`src/rtl/pbw_pkg.sv`:
```
package pbw_pkg;
    localparam int unsigned BYTE_W          = 8;
    localparam int unsigned DEF_NUM_SLOTS   = 8;
    localparam int unsigned DEF_SLOT_BYTES  = 4096;
    localparam int unsigned DEF_LANES       = 8;
    localparam int unsigned DEF_PHY_HDR     = 16;

    // Bytes left in a slot from a byte offset; used for sizing checks.
    function automatic int unsigned room_left(int unsigned slot_bytes, int unsigned off);
        return (off >= slot_bytes) ? 0 : slot_bytes - off;
    endfunction
endpackage

```
`src/rtl/pbw_ctrl.sv`:
```
module pbw_ctrl
    import pbw_pkg::*;
#(
    parameter int unsigned NUM_SLOTS     = DEF_NUM_SLOTS,
    parameter int unsigned SLOT_BYTES    = DEF_SLOT_BYTES,
    parameter int unsigned LANES         = DEF_LANES,
    parameter int unsigned PHY_HDR_BYTES = DEF_PHY_HDR,
    localparam int unsigned SLOT_W  = $clog2(NUM_SLOTS),
    localparam int unsigned OFF_W   = $clog2(SLOT_BYTES),
    localparam int unsigned CUR_W   = OFF_W + 1,
    localparam int unsigned LANE_W  = $clog2(LANES),
    localparam int unsigned WORD_W  = SLOT_W + OFF_W - LANE_W,
    localparam int unsigned BYTE_AW = SLOT_W + OFF_W,
    localparam int unsigned PAY_W   = BYTE_AW + 1
) (
    input  logic                clk,
    input  logic                rst_n,
    input  logic [OFF_W-1:0]    hdr_offset,
    input  logic [SLOT_W-1:0]   slot_sel,
    input  logic                in_valid,
    input  logic                in_sop,
    input  logic                in_eop,
    output logic                put_o,
    output logic [LANE_W-1:0]   lane_o,
    output logic [WORD_W-1:0]   word_o,
    output logic                flush_o,
    output logic                done_o,
    output logic [CUR_W-1:0]    count_o,
    output logic                ovf_o,
    output logic [PAY_W-1:0]    paddr_o
);
    typedef struct packed {
        logic              active;
        logic [SLOT_W-1:0] slot;
        logic [CUR_W-1:0]  cursor;
        logic [CUR_W-1:0]  count;
        logic              ovf;
        logic              done;
        logic [PAY_W-1:0]  paddr;
    } ctrl_t;

    ctrl_t st_d, st_q;

    logic              accept;
    logic              start;
    logic [CUR_W-1:0]  cur;
    logic [SLOT_W-1:0] slot_now;
    logic              in_rng;

    always_comb begin
        accept   = in_valid && (st_q.active || in_sop);
        start    = accept && !st_q.active;
        cur      = start ? {1'b0, hdr_offset} : st_q.cursor;
        slot_now = start ? slot_sel : st_q.slot;
        in_rng   = cur < CUR_W'(SLOT_BYTES);

        put_o    = accept && in_rng;
        lane_o   = cur[LANE_W-1:0];
        word_o   = {slot_now, cur[OFF_W-1:LANE_W]};
        flush_o  = accept && in_eop;

        st_d      = st_q;
        st_d.done = 1'b0;
        if (start) begin
            st_d.active = 1'b1;
            st_d.slot   = slot_sel;
            st_d.count  = '0;
            st_d.ovf    = 1'b0;
            st_d.paddr  = PAY_W'({slot_sel, hdr_offset}) + PAY_W'(PHY_HDR_BYTES);
        end
        if (accept) begin
            if (in_rng) begin
                st_d.cursor = cur + CUR_W'(1);
                st_d.count  = st_d.count + CUR_W'(1);
            end else begin
                st_d.cursor = cur;
                st_d.ovf    = 1'b1;
            end
            if (in_eop) begin
                st_d.active = 1'b0;
                st_d.done   = 1'b1;
            end
        end
    end

    always_ff @(posedge clk) begin
        if (!rst_n) st_q <= '0;
        else        st_q <= st_d;
    end

    assign done_o  = st_q.done;
    assign count_o = st_q.count;
    assign ovf_o   = st_q.ovf;
    assign paddr_o = st_q.paddr;

    assert_count_cap_R7: assert property (@(posedge clk) disable iff (!rst_n)
        st_q.count <= CUR_W'(SLOT_BYTES));

    assert_done_ends_packet_R6: assert property (@(posedge clk) disable iff (!rst_n)
        st_q.done |-> !st_q.active);

    assert_ovf_at_slot_end_R7: assert property (@(posedge clk) disable iff (!rst_n)
        $rose(st_q.ovf) |-> st_q.cursor == CUR_W'(SLOT_BYTES));
endmodule

```
`src/rtl/pbw_pack.sv`:
```
module pbw_pack
    import pbw_pkg::*;
#(
    parameter int unsigned LANES  = DEF_LANES,
    parameter int unsigned WORD_W = 12,
    localparam int unsigned LANE_W = $clog2(LANES),
    localparam int unsigned DATA_W = BYTE_W * LANES
) (
    input  logic                clk,
    input  logic                rst_n,
    input  logic                put_i,
    input  logic [LANE_W-1:0]   lane_i,
    input  logic [WORD_W-1:0]   word_i,
    input  logic                flush_i,
    input  logic [BYTE_W-1:0]   byte_i,
    output logic                ram_we,
    output logic [WORD_W-1:0]   ram_addr,
    output logic [LANES-1:0]    ram_be,
    output logic [DATA_W-1:0]   ram_wdata
);
    typedef struct packed {
        logic [DATA_W-1:0] acc_data;
        logic [LANES-1:0]  acc_be;
        logic [WORD_W-1:0] acc_word;
        logic              we;
        logic [WORD_W-1:0] addr;
        logic [LANES-1:0]  be;
        logic [DATA_W-1:0] wdata;
    } pack_t;

    pack_t pk_d, pk_q;

    logic [DATA_W-1:0] m_data;
    logic [LANES-1:0]  m_be;
    logic [WORD_W-1:0] m_word;
    logic              emit;

    always_comb begin
        m_data = pk_q.acc_data;
        m_be   = pk_q.acc_be;
        m_word = pk_q.acc_word;
        if (put_i) m_word = word_i;
        for (int i = 0; i < LANES; i++) begin
            if (put_i && lane_i == LANE_W'(i)) begin
                m_data[i*BYTE_W +: BYTE_W] = byte_i;
                m_be[i]                    = 1'b1;
            end
        end
        emit = (put_i && lane_i == LANE_W'(LANES-1)) || (flush_i && (|m_be));

        pk_d       = pk_q;
        pk_d.we    = 1'b0;
        pk_d.addr  = '0;
        pk_d.be    = '0;
        pk_d.wdata = '0;
        if (emit) begin
            pk_d.we       = 1'b1;
            pk_d.addr     = m_word;
            pk_d.be       = m_be;
            pk_d.wdata    = m_data;
            pk_d.acc_data = '0;
            pk_d.acc_be   = '0;
            pk_d.acc_word = m_word;
        end else begin
            pk_d.acc_data = m_data;
            pk_d.acc_be   = m_be;
            pk_d.acc_word = m_word;
        end
    end

    always_ff @(posedge clk) begin
        if (!rst_n) pk_q <= '0;
        else        pk_q <= pk_d;
    end

    assign ram_we    = pk_q.we;
    assign ram_addr  = pk_q.addr;
    assign ram_be    = pk_q.be;
    assign ram_wdata = pk_q.wdata;

    assert_write_has_lanes_R4: assert property (@(posedge clk) disable iff (!rst_n)
        pk_q.we |-> (|pk_q.be));

    assert_quiet_when_idle_R4: assert property (@(posedge clk) disable iff (!rst_n)
        !pk_q.we |-> (pk_q.be == '0 && pk_q.wdata == '0 && pk_q.addr == '0));

    assert_flush_empties_R5: assert property (@(posedge clk) disable iff (!rst_n)
        flush_i |=> (pk_q.acc_be == '0));
endmodule

```
`src/rtl/pkt_buf_writer.sv`:
```
module pkt_buf_writer
    import pbw_pkg::*;
#(
    parameter int unsigned NUM_SLOTS     = DEF_NUM_SLOTS,
    parameter int unsigned SLOT_BYTES    = DEF_SLOT_BYTES,
    parameter int unsigned LANES         = DEF_LANES,
    parameter int unsigned PHY_HDR_BYTES = DEF_PHY_HDR,
    localparam int unsigned SLOT_W  = $clog2(NUM_SLOTS),
    localparam int unsigned OFF_W   = $clog2(SLOT_BYTES),
    localparam int unsigned CUR_W   = OFF_W + 1,
    localparam int unsigned LANE_W  = $clog2(LANES),
    localparam int unsigned WORD_W  = SLOT_W + OFF_W - LANE_W,
    localparam int unsigned BYTE_AW = SLOT_W + OFF_W,
    localparam int unsigned PAY_W   = BYTE_AW + 1,
    localparam int unsigned DATA_W  = BYTE_W * LANES
) (
    input  logic                clk,
    input  logic                rst_n,
    input  logic [OFF_W-1:0]    hdr_offset,
    input  logic [SLOT_W-1:0]   slot_sel,
    input  logic                in_valid,
    input  logic                in_sop,
    input  logic                in_eop,
    input  logic [BYTE_W-1:0]   in_byte,
    output logic                ram_we,
    output logic [WORD_W-1:0]   ram_addr,
    output logic [LANES-1:0]    ram_be,
    output logic [DATA_W-1:0]   ram_wdata,
    output logic                done,
    output logic [CUR_W-1:0]    byte_count,
    output logic                overflow,
    output logic [PAY_W-1:0]    payload_addr
);
    logic              put;
    logic [LANE_W-1:0] lane;
    logic [WORD_W-1:0] word;
    logic              flush;

    pbw_ctrl #(
        .NUM_SLOTS    (NUM_SLOTS),
        .SLOT_BYTES   (SLOT_BYTES),
        .LANES        (LANES),
        .PHY_HDR_BYTES(PHY_HDR_BYTES)
    ) u_ctrl (
        .clk       (clk),
        .rst_n     (rst_n),
        .hdr_offset(hdr_offset),
        .slot_sel  (slot_sel),
        .in_valid  (in_valid),
        .in_sop    (in_sop),
        .in_eop    (in_eop),
        .put_o     (put),
        .lane_o    (lane),
        .word_o    (word),
        .flush_o   (flush),
        .done_o    (done),
        .count_o   (byte_count),
        .ovf_o     (overflow),
        .paddr_o   (payload_addr)
    );

    pbw_pack #(
        .LANES (LANES),
        .WORD_W(WORD_W)
    ) u_pack (
        .clk      (clk),
        .rst_n    (rst_n),
        .put_i    (put),
        .lane_i   (lane),
        .word_i   (word),
        .flush_i  (flush),
        .byte_i   (in_byte),
        .ram_we   (ram_we),
        .ram_addr (ram_addr),
        .ram_be   (ram_be),
        .ram_wdata(ram_wdata)
    );

    assert_write_on_put_or_eop_R5: assert property (@(posedge clk) disable iff (!rst_n)
        ram_we |-> $past(put || flush));
endmodule

```
`config.mk`:
```
export PLATFORM = sky130hd
export DESIGN_NAME = pkt_buf_writer
export DESIGN_NICKNAME = d
export VERILOG_FILES = /design/src/rtl/pbw_pkg.sv /design/src/rtl/pbw_ctrl.sv /design/src/rtl/pbw_pack.sv /design/src/rtl/pkt_buf_writer.sv
export SDC_FILE = /design/constraint.sdc
export NUM_CORES = 1
export LEC_CHECK = 0
export ABC_AREA = 1
export BUFFER_PORTS_ARGS = -buffer_cell sky130_fd_sc_hd__buf_4
export CORE_UTILIZATION = 55
export DETAILED_ROUTE_END_ITERATION = 8
export GPL_TIMING_DRIVEN = 0
export MAX_ROUTING_LAYER = met4
export PLACE_DENSITY = 0.84
export SYNTH_ARGS = -nofsm -noshare
export SYNTH_HDL_FRONTEND = slang
export SYNTH_SLANG_ARGS = --single-unit
```
`constraint.sdc`:
```
create_clock -name clk -period 5.86 [get_ports clk]
set_input_delay 1.465 -clock clk [delete_from_list [all_inputs] [get_ports clk]]
set_output_delay 1.465 -clock clk [all_outputs]
set_load 0.01 [all_outputs]
```
* Yosys cells after proc, flatten, opt, wreduce, memory -nomap -nowiden
Cells that the tools add are included.
** Storage, ports and cells
- Bits in registers :: 217
- Output and inout bits :: 116
- Word-level logic and storage cells :: 76
** Operators by class
- $add $sub $neg :: 3
- $lt $le $gt $ge :: 1
- Equality and inequality tests :: 7
- Multiplexer cells :: 29
- Bitwise operators :: 1
- Reduce and logical (&&, ||, !) cells :: 21
** Operators with widths (number)
- two-way mux 85 bit :: 1
- two-way mux 8 bit :: 8
- two-way mux 13 bit :: 3
- adder 13 x 1 -> 13 bit, second input constant :: 2
- adder 15 x 5 -> 16 bit, second input constant :: 1
- two-way mux 15 bit :: 1
- two-way mux 14 bit :: 1
- logical AND 1 bit :: 13
- less-than comparator 13 bit, second input constant :: 1
- == test 3 bit, second input constant :: 4
- two-way mux 1 bit :: 12
- two-way mux 12 bit :: 1
- OR reduction 8 bit :: 1
- == test 3 x 2 -> 1 bit, second input constant :: 2
- two-way mux 4 bit :: 1
- AND reduction 2 bit :: 2
- == test 3 x 1 -> 1 bit, second input constant :: 1
- zero test 3 bit :: 1
- two-way mux 3 bit :: 1
- logical OR 1 bit :: 2
- OR reduction 2 bit :: 1
- zero test 1 bit :: 1
- NOT 1 bit :: 1

* Logic depth before layout (Yosys ltp)
Gate-level depths: netlist of the first run.
- Depth in word-level cells :: 12
- Mapped depth :: 20
- Mapped depth without buffers :: 17

* By module
Synthesis of the first run repeated with hierarchy kept, for this count alone.
** Second synthesis, totals
- Cells, all modules :: 967
- Area total of the unflattened synthesis :: 8907.3 um^2
** Modules (own cells, without submodules)
- pbw_pack :: times used 1, cells an instance 565, area each 5964.5 um^2
- pbw_ctrl :: times used 1, cells an instance 402, area each 2942.8 um^2

* Worst setup path after synthesis of the first run
No wires, ideal clock.
- Path type :: in2reg
- Start :: in in_valid
- End :: reg u_ctrl.st_q, in the netlist u_ctrl.count_o[12]
- Library setup time :: 0.119 ns
- Data arrival time :: 3.597 ns
- Data required time :: 5.741 ns
- Path slack :: 2.144 ns
- Cell stages on the path :: 16
- Path buffers :: 5
- Cells stage by stage :: buf_2 -> nand3_2 -> buf_6 -> buf_2 -> buf_2 -> buf_1 -> nand2_1 -> inv_1 -> ha_1 -> nand2_1 -> nor3_1 -> nand2_1 -> nor2_1 -> nand4_1 -> o21ai_0 -> a21oi_1
** On the way
- Word-level cells in the longest chain between the ends :: 6
** RTL lines
- start: declaration :: RTL line pkt_buf_writer.sv:21 : input logic in_valid,
- logical AND 1 bit (*) :: RTL line pbw_ctrl.sv:51 : accept = in_valid && (st_q.active || in_sop);
- logical AND 1 bit :: RTL line pbw_ctrl.sv:52 : start = accept && !st_q.active;
- two-way mux 14 bit / two-way mux 13 bit (equally long branches) :: RTL line pbw_ctrl.sv:64, pbw_ctrl.sv:53
- adder 13 x 1 -> 13 bit / less-than comparator 13 bit (equally long branches) :: RTL line pbw_ctrl.sv:74, pbw_ctrl.sv:55
- two-way mux 13 bit :: RTL line pbw_ctrl.sv:72 : if (in_rng) begin
- two-way mux 15 bit (*) :: RTL line pbw_ctrl.sv:71 : if (accept) begin
- end signal: assignment :: RTL line pbw_ctrl.sv:88 : else st_q <= st_d;
- end: declaration :: RTL line pbw_ctrl.sv:42 : ctrl_t st_d, st_q;
Every way passes the cells marked *; elsewhere a longest branch is shown, timed or not.
A chain may end at the register's enable or synchronous reset.

* Final worst setup path of the first run
- Start :: in in_sop
- End :: reg u_ctrl.st_q, in the netlist u_ctrl.count_o[12]
** On the way
- Word-level cells in the longest chain between the ends :: 7
** RTL lines
- start: declaration :: RTL line pkt_buf_writer.sv:22 : input logic in_sop,
- logical OR 1 bit (*) :: RTL line pbw_ctrl.sv:51
- logical AND 1 bit (*) :: RTL line pbw_ctrl.sv:51
- logical AND 1 bit :: RTL line pbw_ctrl.sv:52
- two-way mux 14 bit / two-way mux 13 bit (equally long branches) :: RTL line pbw_ctrl.sv:64, pbw_ctrl.sv:53
- adder 13 x 1 -> 13 bit / less-than comparator 13 bit (equally long branches) :: RTL line pbw_ctrl.sv:74, pbw_ctrl.sv:55
- two-way mux 13 bit :: RTL line pbw_ctrl.sv:72
- two-way mux 15 bit (*) :: RTL line pbw_ctrl.sv:71
Marks and branches as above.

==> results.sh, run 1 <==
export IMPL_synth_cell_types=38
export IMPL_startpoint="in_sop"
export IMPL_syn_area_sq_um=8540
export IMPL_setup_viol=0
export IMPL_drtPass1Iterations=7
export IMPL_fin_setup_tns_ns=0
export IMPL_pwr_share_seq_pct=46.8
export IMPL_worstMarginPinSlew_ns=0.584
export IMPL_synthSimpleGateAreaFrac_pct=23.1
export IMPL_p_leak_nw=4.63
export IMPL_area_growth_pct=24.1
export IMPL_postCtsSetupBuffers=0
export IMPL_muxShareOfSynthArea_pct=0
export IMPL_pin_count=144
export IMPL_relSlewSlack_pct=61.1
export IMPL_antenna_found_initial=0
export IMPL_overflow=0
export IMPL_finalPower_w=0.00326
export IMPL_coreArea_sq_um=15200
export IMPL_end_kind="flop"
export IMPL_post_route_drc_count=0
export IMPL_ys_seq_area_share_pct=50.9
export IMPL_synth_ff_type="dfxtp_1"
export IMPL_outcome="completed"
export IMPL_setup_ws_ns=1.92
export IMPL_htreeDepth=1
export IMPL_dp_cells=1358
export IMPL_clk_latency_ns=0.50
export IMPL_pwr_share_comb_pct=8.0
export IMPL_asyncSetResetFlopFracSynth_pct=0
export IMPL_antenna_left=0
export IMPL_cts_tree="yes"
export IMPL_synth_fa_ha_area_share_pct=0.439
export IMPL_die_area_sq_um=16000
export IMPL_clk_path_buf_depth=3
export IMPL_worstPathArrival_ns=4.32
export IMPL_syn_inst=1030
export IMPL_skew_ns=0.0153
export IMPL_drt_total_wl_um=19900
export IMPL_grt_pass1_wl_um=31800
export IMPL_maxSlewViolCount=0
export IMPL_multi_input_area_sq_um=2880
export IMPL_ff_latch_area_sq_um=4340
export IMPL_initial_core_util_pct=56.2
export IMPL_dp_hpwl_um=13800
export IMPL_synth_edf_count=0
export IMPL_cts_hold_buf=0
export IMPL_max_freq_mhz=254
export IMPL_nNetsFinal=1225
export IMPL_min_period_ns=3.94
export IMPL_ys_ff_latch=217
export IMPL_finalHoldViolCount=0
export IMPL_clock_power_share_pct=45.1
export IMPL_gr_usage_all_layers_pct=25.4
export IMPL_drt_iter0_markers=672
export IMPL_cp_max_fo=10
export IMPL_final_cells=1398
export IMPL_synth_nets=1061
export IMPL_synth_compound_area_share_pct=9.58
export IMPL_swShare_pct=23.3
export IMPL_cts_root_buffer_cell="clkbuf_16"
export IMPL_routabilityCongestion=0.912
export IMPL_fillCellCount=1152
export IMPL_grt_max_degree=15
export IMPL_start_kind="input port"
export IMPL_drv_cap=0
export IMPL_ctsResizeCount=0
export IMPL_max_vdd_ir_drop_uv=219
export IMPL_yosys_warnings=0
export IMPL_cell_internal_pwr_w=0.00250
export IMPL_grt_pass1_vias=6628
export IMPL_min_from="u_pack.pk_q[104]"
export IMPL_wl_per_cell_um=14.2
export IMPL_crit_type="in -> reg"
export IMPL_num_rows=45
export IMPL_hold_path_class="reg -> reg"
export IMPL_grt_setup_unrepaired="no"
export IMPL_dieHeight_um=127
export IMPL_tritoncts_num_sinks=217
export IMPL_pwr_density_cell_nw_per_um2=308
export IMPL_cts_buffers=22
export IMPL_die_w_um=127
export IMPL_portBuffers=140
export IMPL_drive_gt1_share_pct=31.2
export IMPL_viasPerCell=5.07
export IMPL_diodes=0
export IMPL_pre_cts_ws_ns=1.51
export IMPL_synth_top_family_by_area="simple AND/OR/NAND/NOR gates"
export IMPL_path_clk_slew_ns=0.06
export IMPL_switchingPower_w=0.000760
export IMPL_synth_xor_area_share_pct=0.615
export IMPL_critPathRequiredTime_ns=6.24
export IMPL_num_vias=7094
export IMPL_avgSynthCellArea_sq_um=8.29
export IMPL_timing_final_crit_share_pct=67.2
## synth_stat cells, types with 10 or more instances
master,count,area (sq um)
nor2_2,37,231
nor2_4,20,225
nand4_1,10,62.6
nand2_1,160,601
o21ai_0,95,475
a21oi_1,39,195
nand3_1,19,95.1
nor2_1,170,638
clkbuf_1,19,71.3
dfxtp_1,217,4340
buf_4,113,848
inv_1,55,206
buf_2,16,80.1
## cells in the final DEF, fill, tap and decap left out, drive strengths merged
master    count
o211ai        2
nand3b        2
ha            3
xnor2         1
o31ai         2
clkinv        5
clkinvlp      1
a221oi        1
a211oi        4
nor4          2
dfxtp       217
xor2          5
nor2        227
a22oi         1
o21a          2
o21ai        96
inv          59
nor3b         2
nand4        10
a32oi         1
o21bai        2
clkbuf       48
buf         279
o311ai        1
bufinv        4
a31oi         1
nand3        21
nor3          8
nand2       163
a21oi        40
## path summary, 6_finish.rpt
check	end	slack, ns	depth (start not counted)
setup / recovery	u_ctrl.count_o[12]	1.92	16
hold / removal	u_pack.pk_q[104]	0.44	2
setup reg to reg	u_ctrl.count_o[12]	2.55	16
hold reg to reg	u_pack.pk_q[104]	0.44	2
## per-layer routing
layer	wire [um]	global-route usage (%)	vias up
li1	-	-	3488
met1	8670	32.4	3253
met2	9480	41.5	292
met3	1260	3.08	61
met4	488	9.07	0
met5	0	-	-
## cells by family after synthesis
family / count (synthesis)
adders and majority gates: 3
AOI/OAI and AO/OA: 153
xor gates and xnor gates: 6
and+or+nand+nor: 435
DFF: 217
buffers and inverters: 216
## through the flow
step	instance area (sq um)	util (%)	hold slack (ns)
2_1_floorplan	8540	-	0.416
3_3_place_gp	9830	64.7	0.424
3_5_place_dp	9830	64.7	0.429
4_1_cts	10600	69.7	0.438
5_1_grt	10600	69.7	0.478
6_report	10600	69.7	0.436
## flip-flops by register name, summed over array words and instances (netlist names), 8 cells and up, named ones only
| name | cells |
|---|---|
| u_ctrl.count_o | 13 |
| u_ctrl.paddr_o | 16 |
| u_ctrl.st_q | 16 |
| u_pack.pk_q | 84 |
| u_pack.ram_addr | 12 |
| u_pack.ram_be | 8 |
| u_pack.ram_wdata | 64 |
## power groups by stage
stage	sequential [W]	clock [W]	combinational (W)
after floorplan	0.00155	0	0.000175
after global placement	0.00156	0	0.000251
final	0.00153	0.00147	0.000262
after global routing	0.00153	0.00156	0.000287
after CTS	0.00153	0.00149	0.000259
after detailed placement	0.00156	0	0.000255
## final cells by class
class	instances	area share, %
multi-input cells	597	27.2
clock inverters	11	1.63
repair buffers	140	9.92
inverters	58	2.05
clock buffers	29	5.63
well taps	188	2.22
flip-flops and latches	217	41.0
plain buffers	158	10.4
## worst max-delay path: stages
cell and delay, ns:
buf_2 0.16, nand3_2 0.11, buf_6 0.14, buf_2 0.22
buf_2 0.28, buf_1 0.44, nand2_1 0.16, inv_1 0.09
ha_1 0.16, nand2_1 0.05, nor3_1 0.32, nand2_1 0.15
nor2_1 0.20, nand4_1 0.13, o21ai_0 0.18, a21oi_1 0.05
(Power assumes the default switching activity.)
==> run 2, diff against run 1 <==
--- a/config.mk
+++ b/config.mk
@@ -5,13 +5,13 @@
 export SDC_FILE = /design/constraint.sdc
 export NUM_CORES = 1
 export LEC_CHECK = 0
-export ABC_AREA = 1
+export ABC_AREA = 0
 export BUFFER_PORTS_ARGS = -buffer_cell sky130_fd_sc_hd__buf_4
 export CORE_UTILIZATION = 55
 export DETAILED_ROUTE_END_ITERATION = 8
 export GPL_TIMING_DRIVEN = 0
 export MAX_ROUTING_LAYER = met4
-export PLACE_DENSITY = 0.84
+export PLACE_DENSITY = 0.83
 export SYNTH_ARGS = -nofsm -noshare
 export SYNTH_HDL_FRONTEND = slang
 export SYNTH_SLANG_ARGS = --single-unit
==> constraint.sdc (replaced) <==
create_clock -name clk -period 3.9 [get_ports clk]
set_input_delay 0.975 -clock clk [delete_from_list [all_inputs] [get_ports clk]]
set_output_delay 0.975 -clock clk [all_outputs]
set_load 0.01 [all_outputs]
==> run 2 against run 1 <==
  * Global-route usage is 4.5 points higher
  * Register-to-register slack worse by 2.3 ns
  * Core utilization decreased by 0.93 points
  * Sequential share of layout area shrank 4.9 points
  * First-iteration DRC count increased by 33%
  * Clock power up 55%
  * Flip-flop and latch count did not move
  * Sequential power rose by 50%
  * Clock-buffer cell count is 2 lower
  * Wire length increased by 36%
==> results.sh, run 2 <==
export IMPL_portBuffers=130
export IMPL_max_vdd_ir_drop_uv=458
export IMPL_fin_setup_tns_ns=0
export IMPL_synth_edf_count=0
export IMPL_pin_count=144
export IMPL_die_area_sq_um=18600
export IMPL_syn_inst=1092
export IMPL_grt_pass1_wl_um=42500
export IMPL_synth_area_leader_cell="dfxtp_1"
export IMPL_clk_latency_ns=0.51
export IMPL_num_rows=48
export IMPL_cts_hold_buf=0
export IMPL_fillCellCount=1361
export IMPL_grtUsageMet2_pct=45.3
export IMPL_hold_slack_ns=0.460
export IMPL_cts_root_buffer_cell="clkbuf_16"
export IMPL_postCtsSetupBuffers=0
export IMPL_clk_path_buf_depth=3
export IMPL_final_common_cell="buf_4"
export IMPL_routabilityCongestion=0.923
export IMPL_path_clk_slew_ns=0.06
export IMPL_pwr_density_cell_nw_per_um2=439
export IMPL_pwr_share_comb_pct=13.6
export IMPL_overflow=0
export IMPL_synth_top_area_share_pct=43.6
export IMPL_drv_cap=0
export IMPL_final_util_pct=68.8
export IMPL_end_kind="flop"
export IMPL_stdcell_area_sq_um=12000
export IMPL_diodes=0
export IMPL_cell_internal_pwr_w=0.00386
export IMPL_yosys_warnings=0
export IMPL_die_w_um=137
export IMPL_synth_nets=1123
export IMPL_use_met3_pct=4.78
export IMPL_gr_usage_all_layers_pct=29.9
export IMPL_dieHeight_um=137
export IMPL_nNetsFinal=1277
export IMPL_maxSlewViolCount=0
export IMPL_cts_buffers=22
export IMPL_largest_reg_flops=84
export IMPL_cp_max_fo=10
export IMPL_initial_core_util_pct=57.0
export IMPL_outcome="completed"
export IMPL_finalHoldViolCount=0
export IMPL_setup_viol=0
export IMPL_min_path_cells=2
export IMPL_grt_pass1_vias=8025
export IMPL_antenna_left=0
export IMPL_coreArea_sq_um=17500
export IMPL_max_freq_mhz=261
export IMPL_grt_max_degree=16
export IMPL_ys_seq_area_share_pct=43.6
export IMPL_critPathRequiredTime_ns=4.27
export IMPL_syn_area_sq_um=9960
export IMPL_hold_path_class="reg -> reg"
export IMPL_setup_ws_ns=0.0741
export IMPL_reg2reg_to="u_pack.pk_q[124]"
export IMPL_cts_tree="yes"
export IMPL_pre_cts_ws_ns=-1.22
export IMPL_holdPathEnd="u_ctrl.paddr_o[2]"
export IMPL_multi_input_area_sq_um=4270
export IMPL_swShare_pct=26.8
export IMPL_switchingPower_w=0.00142
export IMPL_clock_power_share_pct=43.1
export IMPL_start_kind="input port"
export IMPL_min_period_ns=3.83
export IMPL_wl_per_cell_um=18.3
export IMPL_synth_ff_type="dfxtp_1"
export IMPL_asyncSetResetFlopFracSynth_pct=0
export IMPL_skew_ns=0.0161
export IMPL_antenna_found_initial=0
export IMPL_gr_max_usage_layer="met2"
export IMPL_ys_top_cells_by_count="dfxtp_1 (217), buf_4 (114), a21oi_1 (93)"
export IMPL_drt_total_wl_um=27100
export IMPL_worstMarginPinSlew_ns=0.820
export IMPL_viasPerCell=5.85
export IMPL_crit_type="in -> reg"
export IMPL_p_leak_nw=4.80
export IMPL_synthTopCellsByArea="dfxtp_1 (44%), buf_4 (8.6%), nor3_2 (6.9%)"
export IMPL_post_route_drc_count=0
export IMPL_worstPathArrival_ns=4.20
export IMPL_tritoncts_num_sinks=217
export IMPL_avgSynthCellArea_sq_um=9.12
export IMPL_ff2ff_setup_slack_ns=0.24
export IMPL_reg2reg_depth=12
export IMPL_drtPass1Iterations=8
export IMPL_timing_final_crit_share_pct=98.1
export IMPL_final_cell_mix="buf_4 (244), dfxtp_1 (217), a21oi_1 (93), nor3_2 (69), clkbuf_1 (65)"
export IMPL_synth_cell_types=53
export IMPL_placed_cell_area_sq_um=11200
export IMPL_relSlewSlack_pct=45.0
export IMPL_htreeDepth=1
export IMPL_area_growth_pct=20.7
export IMPL_ff_latch_area_sq_um=4340
export IMPL_ys_ff_latch=217
export IMPL_min_from="u_ctrl.paddr_o[2]"
export IMPL_pwr_share_seq_pct=43.3
export IMPL_drive_gt1_share_pct=32.1
export IMPL_drt_iter0_markers=897
export IMPL_dp_hpwl_um=18700
export IMPL_max_flop_register="u_pack.pk_q"
export IMPL_grtUsageMet1_pct=39.7
export IMPL_synth_most_common_cell="dfxtp_1"
export IMPL_num_vias=8688
==> run 2: metrics by stage <==
stage,instances,total power (W)
after global routing,1484,0.00543
final,1484,0.00528
after detailed placement,1447,0.00303
after floorplan,1092,0.00281
after CTS,1484,0.00527
after global placement,1447,0.00301
==> run 2: worst max-delay path, cell delays in order <==
cell	delay, ns
buf_2	0.17
and3b_1	0.23
buf_6	0.20
mux2i_4	0.48
clkbuf_1	0.43
nor2_1	0.13
ha_1	0.25
a21boi_0	0.18
o21ai_2	0.58
clkbuf_2	0.44
nor3_2	0.12
==> run 2: cells by family after synthesis <==
| group | count (synthesis) | synth area share [%] |
|---|---|---|
| buffers and inverters | 224 | 13.5 |
| flip-flops | 217 | 43.6 |
| AND/OR/NAND/NOR | 318 | 19.6 |
| multiplexers | 24 | 2.74 |
| adder cells (fa/ha/maj) | 3 | 0.377 |
| XOR/XNOR | 25 | 2.20 |
| AO/OA/AOI/OAI | 281 | 18.0 |
==> run 2: layout make-up <==
class	count	share of cell area, %
clock inverters	10	1.34
clock buffers	27	5.16
repair buffers	130	8.12
plain buffers	219	11.2
multi-input cells	651	35.5
well taps	225	2.34
inverters	5	0.156
flip-flops and latches	217	36.1
==> run 2: routing by layer <==
metal	routed length [um]	vias to the layer above	share of wire (%)
met5	0	-	0
met4	948	0	3.5
met3	2330	87	8.6
met2	12200	412	45
met1	11600	4114	43
li1	-	4075	-
==> run 2: how the worst max path moves through the flow <==
stage,startpoint,to,slack [ns],cells past startpoint
after floorplan,in_sop,u_pack.ram_wdata[10],0.25,11
after global placement,in_sop,u_pack.ram_wdata[7],-1.07,11
after detailed placement,in_sop,u_pack.ram_wdata[7],-1.22,11
after CTS,in_sop,u_pack.ram_wdata[8],0.01,11
after global routing,in_sop,u_pack.ram_wdata[7],-0.0002,11
final,in_sop,u_pack.ram_wdata[7],0.07,11
==> run 2: repair_timing <==
item	in CTS	in global routing
pin swaps	0	0
resized for setup	6	21
endpoints found under the setup margin	120	101
==> run 2: power groups by stage <==
| stage | clock, W | sequential, W | combinational, W |
|---|---|---|---|
| CTS | 0.00229 | 0.00229 | 0.000696 |
| global route | 0.00238 | 0.00229 | 0.000761 |
| detailed placement | 0 | 0.00234 | 0.000690 |
| floorplan | 0 | 0.00233 | 0.000484 |
| global placement | 0 | 0.00233 | 0.000677 |
| finish | 0.00228 | 0.00229 | 0.000716 |
==> run 3, diff against run 2 <==
--- a/config.mk
+++ b/config.mk
@@ -9,9 +9,9 @@
 export BUFFER_PORTS_ARGS = -buffer_cell sky130_fd_sc_hd__buf_4
 export CORE_UTILIZATION = 55
 export DETAILED_ROUTE_END_ITERATION = 8
-export GPL_TIMING_DRIVEN = 0
 export MAX_ROUTING_LAYER = met4
 export PLACE_DENSITY = 0.83
+export SETUP_SLACK_MARGIN = 0.15
 export SYNTH_ARGS = -nofsm -noshare
 export SYNTH_HDL_FRONTEND = slang
 export SYNTH_SLANG_ARGS = --single-unit
==> run 3 against run 2 <==
  * Clock skew fell by 0.0032 ns
  * Cell area fell by 8.7%
  * Critical path depth fell by 2
  * Register-to-register slack improved by 0.65 ns
  * Critical endpoint is now u_pack.pk_q[152]
  * Largest cell class unchanged
  * Largest power group unchanged
==> results.sh, run 3 (synthesis gave the netlist of run 2 again) <==
export IMPL_portBuffers=143
export IMPL_crit_chain="and3b_2, mux2i_4, nor2_1, ha_1, a21boi_0, nor2_1, nor2_4, buf_12, a21oi_1"
export IMPL_drt_total_wl_um=23500
export IMPL_htreeDepth=1
export IMPL_grt_max_degree=71
export IMPL_drive_gt1_share_pct=27.2
export IMPL_die_w_um=137
export IMPL_ctsResizeCount=0
export IMPL_cts_root_buffer_cell="clkbuf_16"
export IMPL_crit_type="reg -> reg"
export IMPL_start_kind="flop"
export IMPL_skew_ns=0.0129
export IMPL_min_period_ns=3.01
export IMPL_ff_latch_area_sq_um=4340
export IMPL_end_kind="flop"
export IMPL_max_vdd_ir_drop_uv=295
export IMPL_placed_cell_area_sq_um=10300
export IMPL_setup_ws_ns=0.892
export IMPL_max_flop_register="u_pack.pk_q"
export IMPL_worstMarginPinSlew_ns=0.954
export IMPL_tritoncts_num_sinks=217
export IMPL_viasPerCell=5.99
export IMPL_postCtsSetupBuffers=0
export IMPL_largest_reg_flops=84
export IMPL_die_area_sq_um=18600
export IMPL_relSlewSlack_pct=36.4
export IMPL_cp_num_buf_inv=1
export IMPL_critPathRequiredTime_ns=4.27
export IMPL_critical_path_slowest_cell="dfxtp_1"
export IMPL_pwr_density_cell_nw_per_um2=456
export IMPL_outcome="completed"
export IMPL_pin_count=144
export IMPL_drt_iter0_markers=798
export IMPL_initial_core_util_pct=57.0
export IMPL_cts_hold_buf=0
export IMPL_routabilityCongestion=0.871
export IMPL_num_rows=48
export IMPL_cts_buffers=22
export IMPL_antenna_found_initial=0
export IMPL_post_route_drc_count=0
export IMPL_cp_max_fo=56
export IMPL_max_freq_mhz=332
export IMPL_area_growth_pct=10.3
export IMPL_dieHeight_um=137
export IMPL_stdcell_area_sq_um=11000
export IMPL_crit_top_cell="nor2_1"
export IMPL_grt_pass1_vias=7004
export IMPL_p_leak_nw=4.11
export IMPL_maxSlewViolCount=0
export IMPL_cts_tree="yes"
export IMPL_grt_pass1_wl_um=36700
export IMPL_fillCellCount=1469
export IMPL_finalHoldViolCount=0
export IMPL_final_common_cell="dfxtp_1"
export IMPL_drtPass1Iterations=6
export IMPL_pre_cts_ws_ns=0.431
export IMPL_gr_usage_all_layers_pct=25.1
export IMPL_clk_path_buf_depth=3
export IMPL_clk_latency_ns=0.51
export IMPL_wl_per_cell_um=18.0
export IMPL_overflow=0
export IMPL_antenna_left=0
export IMPL_setup_viol=0
export IMPL_hold_path_class="reg -> reg"
export IMPL_path_clk_slew_ns=0.06
export IMPL_timing_final_crit_share_pct=77.1
export IMPL_diodes=0
export IMPL_hold_slack_ns=0.454
export IMPL_nNetsFinal=1094
export IMPL_grt_setup_unrepaired="no"
export IMPL_coreArea_sq_um=17500
export IMPL_drv_cap=0
export IMPL_num_vias=7799
export IMPL_cp_top_family="simple AND/OR/NAND/NOR gates"
export IMPL_final_cell_mix="dfxtp_1 (217), buf_4 (160), a21oi_1 (92), nor3_2 (69), a21o_1 (58)"
export IMPL_multi_input_area_sq_um=4310
export IMPL_fin_setup_tns_ns=0
export IMPL_dp_hpwl_um=14500
export IMPL_worstPathArrival_ns=3.38
export IMPL_slowest_delay_ns=0.62
run 3: cell types whose count changed in the layout (fill, tap and decap cells not counted), sizes merged:
cell | before | now
bufinv | 4 | 2
buf | 272 | 166
clkbuf | 104 | 27
clkinv | 3 | 6
run 3: final cells by class:
type / instances / share of cell area [%]
clock buffer: 27 / 5.38
clock inverter: 11 / 1.06
tap: 225 / 2.56
inverter: 5 / 0.171
timing repair buffer: 166 / 12.0
sequential: 217 / 39.6
multi-input combinational: 651 / 39.2
run 3: metal layers:
layer / vias up / part of all wire [%] / routed length (um) / track usage [%]
met3: 36 / 7.3 / 1730 / 3.78
met2: 330 / 46 / 10900 / 38.5
met1: 3725 / 44 / 10400 / 34.2
met4: 0 / 1.9 / 437 / 7.28
met5: - / 0 / 0 / -
li1: 3708 / - / - / -
run 3: final timing paths:
path / startpoint / end / slack [ns] / cells past startpoint
setup / recovery: flop / u_pack.pk_q[152] / 0.89 / 9
hold / removal: u_pack.pk_q[104] / u_pack.pk_q[104] / 0.45 / 2
setup reg to reg: flop / u_pack.pk_q[152] / 0.89 / 9
hold reg to reg: u_pack.pk_q[104] / u_pack.pk_q[104] / 0.45 / 2
run 3: worst register-to-register path, cell delays in order, from the launching register on:
cell,delay (ns)
dfxtp_1,0.62
and3b_2,0.39
mux2i_4,0.23
nor2_1,0.12
ha_1,0.21
a21boi_0,0.42
nor2_1,0.14
nor2_4,0.31
buf_12,0.32
a21oi_1,0.13
run 3: where the power goes:
group          total, W  internal (W)  switching (W)
combinational  0.000633      0.000178       0.000455
clock           0.00208       0.00121       0.000866
sequential      0.00229       0.00226      0.0000284
total           0.00500       0.00365        0.00135
run 3: stage by stage:
step,util (%),power [W],std cells
finish,62.8,0.00500,1302
detailed placement,58.8,0.00296,1264
CTS,62.8,0.00501,1302
global placement,58.8,0.00295,1264
floorplan,-,0.00281,1092
global route,62.8,0.00517,1302
